<file path="src/rtl/irqv_pkg.sv">
package irqv_pkg;

  // Vector address of source idx: sources sit step bytes apart, starting one step above zero.
  function automatic logic [15:0] vec_addr(input int idx, input int step);
    vec_addr = 16'((idx + 1) * step);
  endfunction

  // Lowest-index set bit wins: returns a one-hot mask (or zero).
  function automatic logic [15:0] first_set(input logic [15:0] req);
    first_set = '0;
    for (int i = 15; i >= 0; i--) begin
      if (req[i]) first_set = 16'(1) << i;
    end
  endfunction

endpackage

</file>
<file path="src/rtl/irqv_ctrl_reg.sv">
module irqv_ctrl_reg #(
  parameter int NSRC = 3
) (
  input  logic            clk,
  input  logic            rst_n,
  input  logic            we,
  input  logic            wr_master,
  input  logic [NSRC-1:0] wr_en,
  input  logic [NSRC-1:0] wr_flag,
  input  logic [NSRC-1:0] evt,
  input  logic            ack,
  input  logic [NSRC-1:0] ack_sel,
  input  logic            reti,
  output logic            master,
  output logic [NSRC-1:0] en,
  output logic [NSRC-1:0] flag
);

  logic            master_q;
  logic [NSRC-1:0] en_q;
  logic [NSRC-1:0] flag_q;
  logic [NSRC-1:0] flag_base;   // flag after software write and ack clear
  logic [NSRC-1:0] flag_d;
  logic            master_d;

  always_comb begin
    flag_base = we ? wr_flag : flag_q;
    if (ack) flag_base = flag_base & ~ack_sel;
    flag_d = flag_base | evt;    // event dominates any clear
  end

  always_comb begin
    if (ack)       master_d = 1'b0;
    else if (reti) master_d = 1'b1;
    else if (we)   master_d = wr_master;
    else           master_d = master_q;
  end

  always_ff @(posedge clk) begin
    if (!rst_n) begin
      master_q <= 1'b0;
      en_q     <= '0;
      flag_q   <= '0;
    end else begin
      master_q <= master_d;
      if (we) en_q <= wr_en;
      flag_q   <= flag_d;
    end
  end

  assign master = master_q;
  assign en     = en_q;
  assign flag   = flag_q;

  genvar g;
  generate
    for (g = 0; g < NSRC; g++) begin : g_flag_chk

      flag_set_chk: assert property (@(posedge clk) disable iff (!rst_n)
        evt[g] |=> flag_q[g]);
    end
  endgenerate


  ack_clears_master_chk: assert property (@(posedge clk) disable iff (!rst_n)
    ack |=> !master_q);


  master_rise_cause_chk: assert property (@(posedge clk) disable iff (!rst_n)
    $rose(master_q) |-> $past(reti) || $past(we));

endmodule

</file>
<file path="src/rtl/irqv_arbiter.sv">
module irqv_arbiter #(
  parameter int NSRC = 3
) (
  input  logic            master,
  input  logic            stack_full,
  input  logic [NSRC-1:0] en,
  input  logic [NSRC-1:0] flag,
  output logic [NSRC-1:0] grant,
  output logic            any_req
);
  import irqv_pkg::*;

  logic [NSRC-1:0] req;
  logic [15:0]     pick;

  assign req     = (master && !stack_full) ? (en & flag) : '0;
  assign pick    = first_set(16'(req));
  assign grant   = pick[NSRC-1:0];
  assign any_req = |req;


  grant_onehot_chk: assert final ($onehot0(grant));

endmodule

</file>
<file path="src/rtl/irq_vector_ctrl.sv">
module irq_vector_ctrl #(
  parameter int NSRC     = 3,
  parameter int VEC_W    = 8,
  parameter int VEC_STEP = 4,
  localparam int REG_W   = 2 * NSRC + 2
) (
  input  logic             clk,
  input  logic             rst_n,
  input  logic [NSRC-1:0]  evt_i,
  input  logic             stack_full_i,
  input  logic             reg_we_i,
  input  logic [REG_W-1:0] reg_wdata_i,
  output logic [REG_W-1:0] reg_rdata_o,
  input  logic             reti_i,
  input  logic             phase_i,
  output logic             call_o,
  output logic [VEC_W-1:0] vector_o
);
  import irqv_pkg::*;

  logic            master;
  logic [NSRC-1:0] en;
  logic [NSRC-1:0] flag;
  logic [NSRC-1:0] grant;
  logic            any_req;
  logic            ack;          // named event: service taken at this boundary
  logic [VEC_W-1:0] grant_vec;
  logic            call_q;
  logic [VEC_W-1:0] vec_q;
  logic            wdata_unused;

  assign wdata_unused = reg_wdata_i[REG_W-1];

  irqv_ctrl_reg #(.NSRC(NSRC)) u_reg (
    .clk       (clk),
    .rst_n     (rst_n),
    .we        (reg_we_i),
    .wr_master (reg_wdata_i[0]),
    .wr_en     (reg_wdata_i[NSRC:1]),
    .wr_flag   (reg_wdata_i[2*NSRC:NSRC+1]),
    .evt       (evt_i),
    .ack       (ack),
    .ack_sel   (grant),
    .reti      (reti_i),
    .master    (master),
    .en        (en),
    .flag      (flag)
  );

  irqv_arbiter #(.NSRC(NSRC)) u_arb (
    .master     (master),
    .stack_full (stack_full_i),
    .en         (en),
    .flag       (flag),
    .grant      (grant),
    .any_req    (any_req)
  );

  assign ack = phase_i && any_req;

  always_comb begin
    grant_vec = '0;
    for (int i = 0; i < NSRC; i++) begin
      if (grant[i]) grant_vec = VEC_W'(vec_addr(i, VEC_STEP));
    end
  end

  always_ff @(posedge clk) begin
    if (!rst_n) begin
      call_q <= 1'b0;
      vec_q  <= '0;
    end else begin
      call_q <= ack;
      if (ack) vec_q <= grant_vec;
    end
  end

  assign call_o      = call_q;
  assign vector_o    = vec_q;
  assign reg_rdata_o = {1'b0, flag, en, master};


  call_pulse_chk: assert property (@(posedge clk) disable iff (!rst_n)
    call_o |=> !call_o);


  call_on_phase_chk: assert property (@(posedge clk) disable iff (!rst_n)
    call_o |-> $past(phase_i));


  stack_block_chk: assert property (@(posedge clk) disable iff (!rst_n)
    (phase_i && stack_full_i) |=> !call_o);


  call_master_off_chk: assert property (@(posedge clk) disable iff (!rst_n)
    call_o |-> !reg_rdata_o[0]);

endmodule

</file>
<file path="config.mk">
export PLATFORM = sky130hd
export DESIGN_NAME = irq_vector_ctrl
export DESIGN_NICKNAME = d
export VERILOG_FILES = /design/src/rtl/irqv_pkg.sv /design/src/rtl/irqv_ctrl_reg.sv /design/src/rtl/irqv_arbiter.sv /design/src/rtl/irq_vector_ctrl.sv
export SDC_FILE = /design/constraint.sdc
export NUM_CORES = 1
export LEC_CHECK = 0
export ABC_CLOCK_PERIOD_IN_PS = 800
export BUFFER_PORTS_ARGS = -buffer_cell sky130_fd_sc_hd__buf_2
export CAP_MARGIN = 15
export CELL_PAD_IN_SITES_DETAIL_PLACEMENT = 0
export CELL_PAD_IN_SITES_GLOBAL_PLACEMENT = 2
export CORE_MARGIN = 2
export CORE_UTILIZATION = 20
export CTS_CLUSTER_DIAMETER = 50
export DETAILED_ROUTE_END_ITERATION = 16
export GPL_ROUTABILITY_DRIVEN = 0
export PLACE_DENSITY = 0.71
export RECOVER_POWER = 100
export SETUP_SLACK_MARGIN = 0.1
export SLEW_MARGIN = 30
export SYNTH_ARGS = -nofsm -noshare
export SYNTH_HDL_FRONTEND = slang
export SYNTH_SLANG_ARGS = --single-unit
</file>
<file path="constraint.sdc">
create_clock -name clk -period 0.8 [get_ports clk]
set_input_delay 0 -clock clk [delete_from_list [all_inputs] [get_ports clk]]
set_output_delay 0 -clock clk [all_outputs]
set_load 0.02 [all_outputs]
</file>
==> impl_metrics.json <==
{
  "finish.instance_area_um2": 950,
  "global_route.overflow_total": 0,
  "area_inside_the_core_boundary_mm2": 0.00252,
  "clk_pin_slew_worst_paths_ns": 0.08,
  "setup_skew_after_layout_ns": 0.00565,
  "route.detailed.wl_per_inst_um": 10.5,
  "clock.fmax_mhz": 1080,
  "num_antenna_cells": 0,
  "critical_path_class": "flip-flop to flip-flop",
  "final-max-slew-violation-count": 0,
  "comb_power_share_pct": 25.6,
  "htree_num_levels": 1,
  "numClockSinks": 10,
  "detail_route.iter0.violations": 10,
  "floorplan.die_area_mm2": 0.00314,
  "slowest_delay_ns": 0.37,
  "hpwlAfterDp_um": 924,
  "fin_crit_sh_pct": 115,
  "powerDensity_mw_per_mm2": 1460,
  "mappedNetlistArea_um2": 542,
  "synth_top_cell_area_share_pct": 37.0,
  "min_path_type": "primary input to flip-flop",
  "clock_insertion_delay_worst_skew_ns": 0.27,
  "critical_path.slowest_cell": "dfxtp_4",
  "synth.area.top_cells": "dfxtp_1 37%, buf_4 11%, mux2_4 8.3%, mux2i_1 5.5%, nand2_1 4.8%",
  "ys_ff_latch": 10,
  "r2r-start": "u_reg.master$_SDFFE_PP0P_",
  "internal_power_uw": 996,
  "final_antenna_net_count": 0,
  "seqPwrFrac_pct": 40.4,
  "p_sw_share_pct": 28.2,
  "synth_area_leader_cell": "dfxtp_1",
  "dpl_cell_area_um2": 728,
  "static-leakage-power_nw": 0.443,
  "synthDistinctLibCells": 21,
  "post-route-worst-setup-slack_ns": -0.123,
  "avgViaCountPerCell": 4.09,
  "maximum_number_of_pins_on_one_net_before_global_route_repair": 13,
  "share_of_post_route_cells_with_drive_strength_above_1_pct": 66.7,
  "area_growth_syn_to_layout_pct": 75.3,
  "worst_setup_path_end_kind": "flip-flop",
  "worst-endpoint-required_ns": 0.96,
  "violations_in_the_final_reports": "setup timing",
  "synthArstFlopShare_pct": 0,
  "cp.arrival_ns": 1.08,
  "count_of_placed_standard_cells_including_taps": 112,
  "timing_hold_violations_final": 0,
  "ys_seq_area_share_pct": 37.0,
  "finish.net_count": 111,
  "core.rowCount": 18,
  "number_of_flops_mapped_to_enable_cells_by_yosys": 0,
  "fp.dieW_um": 56.0,
  "grt_pass1_vias": 470,
  "hold_slack_ns": 0.0333,
  "holdCritStartpoint": "evt_i[2]",
  "cp-start-kind": "flip-flop",
  "tritoncts": "done",
  "routed-via-count": 503,
  "critPathMaxFanout": 8,
  "setup_viol": 12,
  "critical_path.cell_chain": "nand3b_4, o221a_4",
  "crit_path_start": "u_reg.master$_SDFFE_PP0P_",
  "io_buffers": 25,
  "synthesis.instances": 55,
  "synth_top_cells_by_count": "10 x dfxtp_1, 8 x buf_4, 7 x nand2_1, 4 x a21oi_1",
  "maxCapViolations": 0,
  "netSwitchingPower_uw": 391,
  "overall_fraction_of_global_route_tracks_in_use_pct": 8.80,
  "die_height_um": 56.0,
  "run_status": "complete, but fails checks",
  "grt_setup_unrepaired": "yes",
  "synth_area_per_cell_um2": 9.85,
  "num_io_pins": 34,
  "antenna_found_initial": 0,
  "cts.root.buffer_cell": "clkbuf_4",
  "place_ws_ns": -0.0980,
  "drtPass1Iterations": 3,
  "floorplan.initialDensity_pct": 21.5,
  "finalWirelength_mm": 1.29,
  "timing.final.crit_period_ns": 0.923,
  "vdd_drop_max_mv": 0.617,
  "route.detailed.drc": 0,
  "cts_buffers": 3,
  "synth_flop_cell": "dfxtp_1",
  "grt_first_pass_wirelength_mm": 2.14,
  "ys.warnings.count": 0,
  "ctsLongestPathBuffers": 2,
  "final_cells": 123,
  "p_clk_share_pct": 33.9,
  "yosys.cell_count.top_type": "dfxtp_1"
}
==> metal layers <==
metal | vias to the layer above | global-route usage, % | wire length [µm]
met2 | 24 | 14.3 | 589
met3 | 4 | 3.02 | 106
met1 | 222 | 9.93 | 578
met5 | - | 0 | 0
li1 | 253 | - | -
met4 | 0 | 5.10 | 17
==> logic make-up after synthesis <==
logic type             Yosys count  synth area share, %
DFF                             10                 37.0
other                            1                0.692
muxes                            7                 15.9
and+or+nand+nor                 16                 17.6
AOI/OAI and AO/OA               11                 14.8
buffers and inverters           10                 14.1
==> power by group through the flow <==
stage | Combinational, mW | Sequential (mW) | Clock [mW]
6_report | 0.356 | 0.560 | 0.471
5_1_grt | 0.380 | 0.566 | 0.519
4_1_cts | 0.339 | 0.560 | 0.487
3_5_place_dp | 0.273 | 0.566 | 0
3_3_place_gp | 0.272 | 0.565 | 0
2_1_floorplan | 0.170 | 0.597 | 0
==> placed cells by master (no fill, tap or decap), types with 2 or more instances in the layout <==
cell type	instances
buf_2	15
buf_6	13
conb_1	7
dlygate4sd3_1	6
nand2_1	4
buf_4	4
dfxtp_4	4
dfxtp_2	4
mux2i_1	3
nor2b_1	3
mux2_4	3
clkbuf_4	3
nand2_2	2
o21ai_2	2
nor3b_2	2
a21oi_1	2
dfxtp_1	2
==> metrics by stage <==
step	total power [mW]	util (%)	TNS (ns)
6_report	1.39	37.6	-0.885
4_1_cts	1.39	36.4	-0.831
3_3_place_gp	0.837	28.9	-0.439
3_5_place_dp	0.839	28.9	-0.532
5_1_grt	1.47	37.6	-1.36
2_1_floorplan	0.767	-	-0.399
==> timing repair <==
action,in CTS,in global routing
pin swaps,4,3
hold buffers,6,0
endpoints found under the setup margin,20,20
hold endpoints to repair,6,0
resized for setup,27,9
buffers inserted,0,1
==> critical path, delay by kind of cell (launching register included) <==
kind / cells / cell delay [ns]
compound gates: 1 / 0.29
flops: 1 / 0.37
simple gates: 1 / 0.15
==> registers in the layout, indices dropped and copies added, names as in the netlist <==
register	count
call_o	1
vector_o	2
u_reg.master	1
u_reg.flag	3
u_reg.en	3
==> worst paths after layout <==
path	endpoint	slack [ns]	cells after the start
min reg2reg	vector_o[2]$_SDFFE_PN0N_	0.54	1
max reg2reg	vector_o[3]$_SDFFE_PN0N_	-0.12	2
min	u_reg.flag[2]$_SDFF_PN0_	0.03	3
max	vector_o[3]$_SDFFE_PN0N_	-0.12	2
==> area by class of cell <==
cell class | instances | area (µm²)
fill | 268 | 1570
tap | 30 | 37.5
sequential | 10 | 220
timing repair buffer | 38 | 312
clock buffer | 4 | 36.3
multi-input combinational | 41 | 344
No activity file was read; power rests on OpenSTA's default activity.
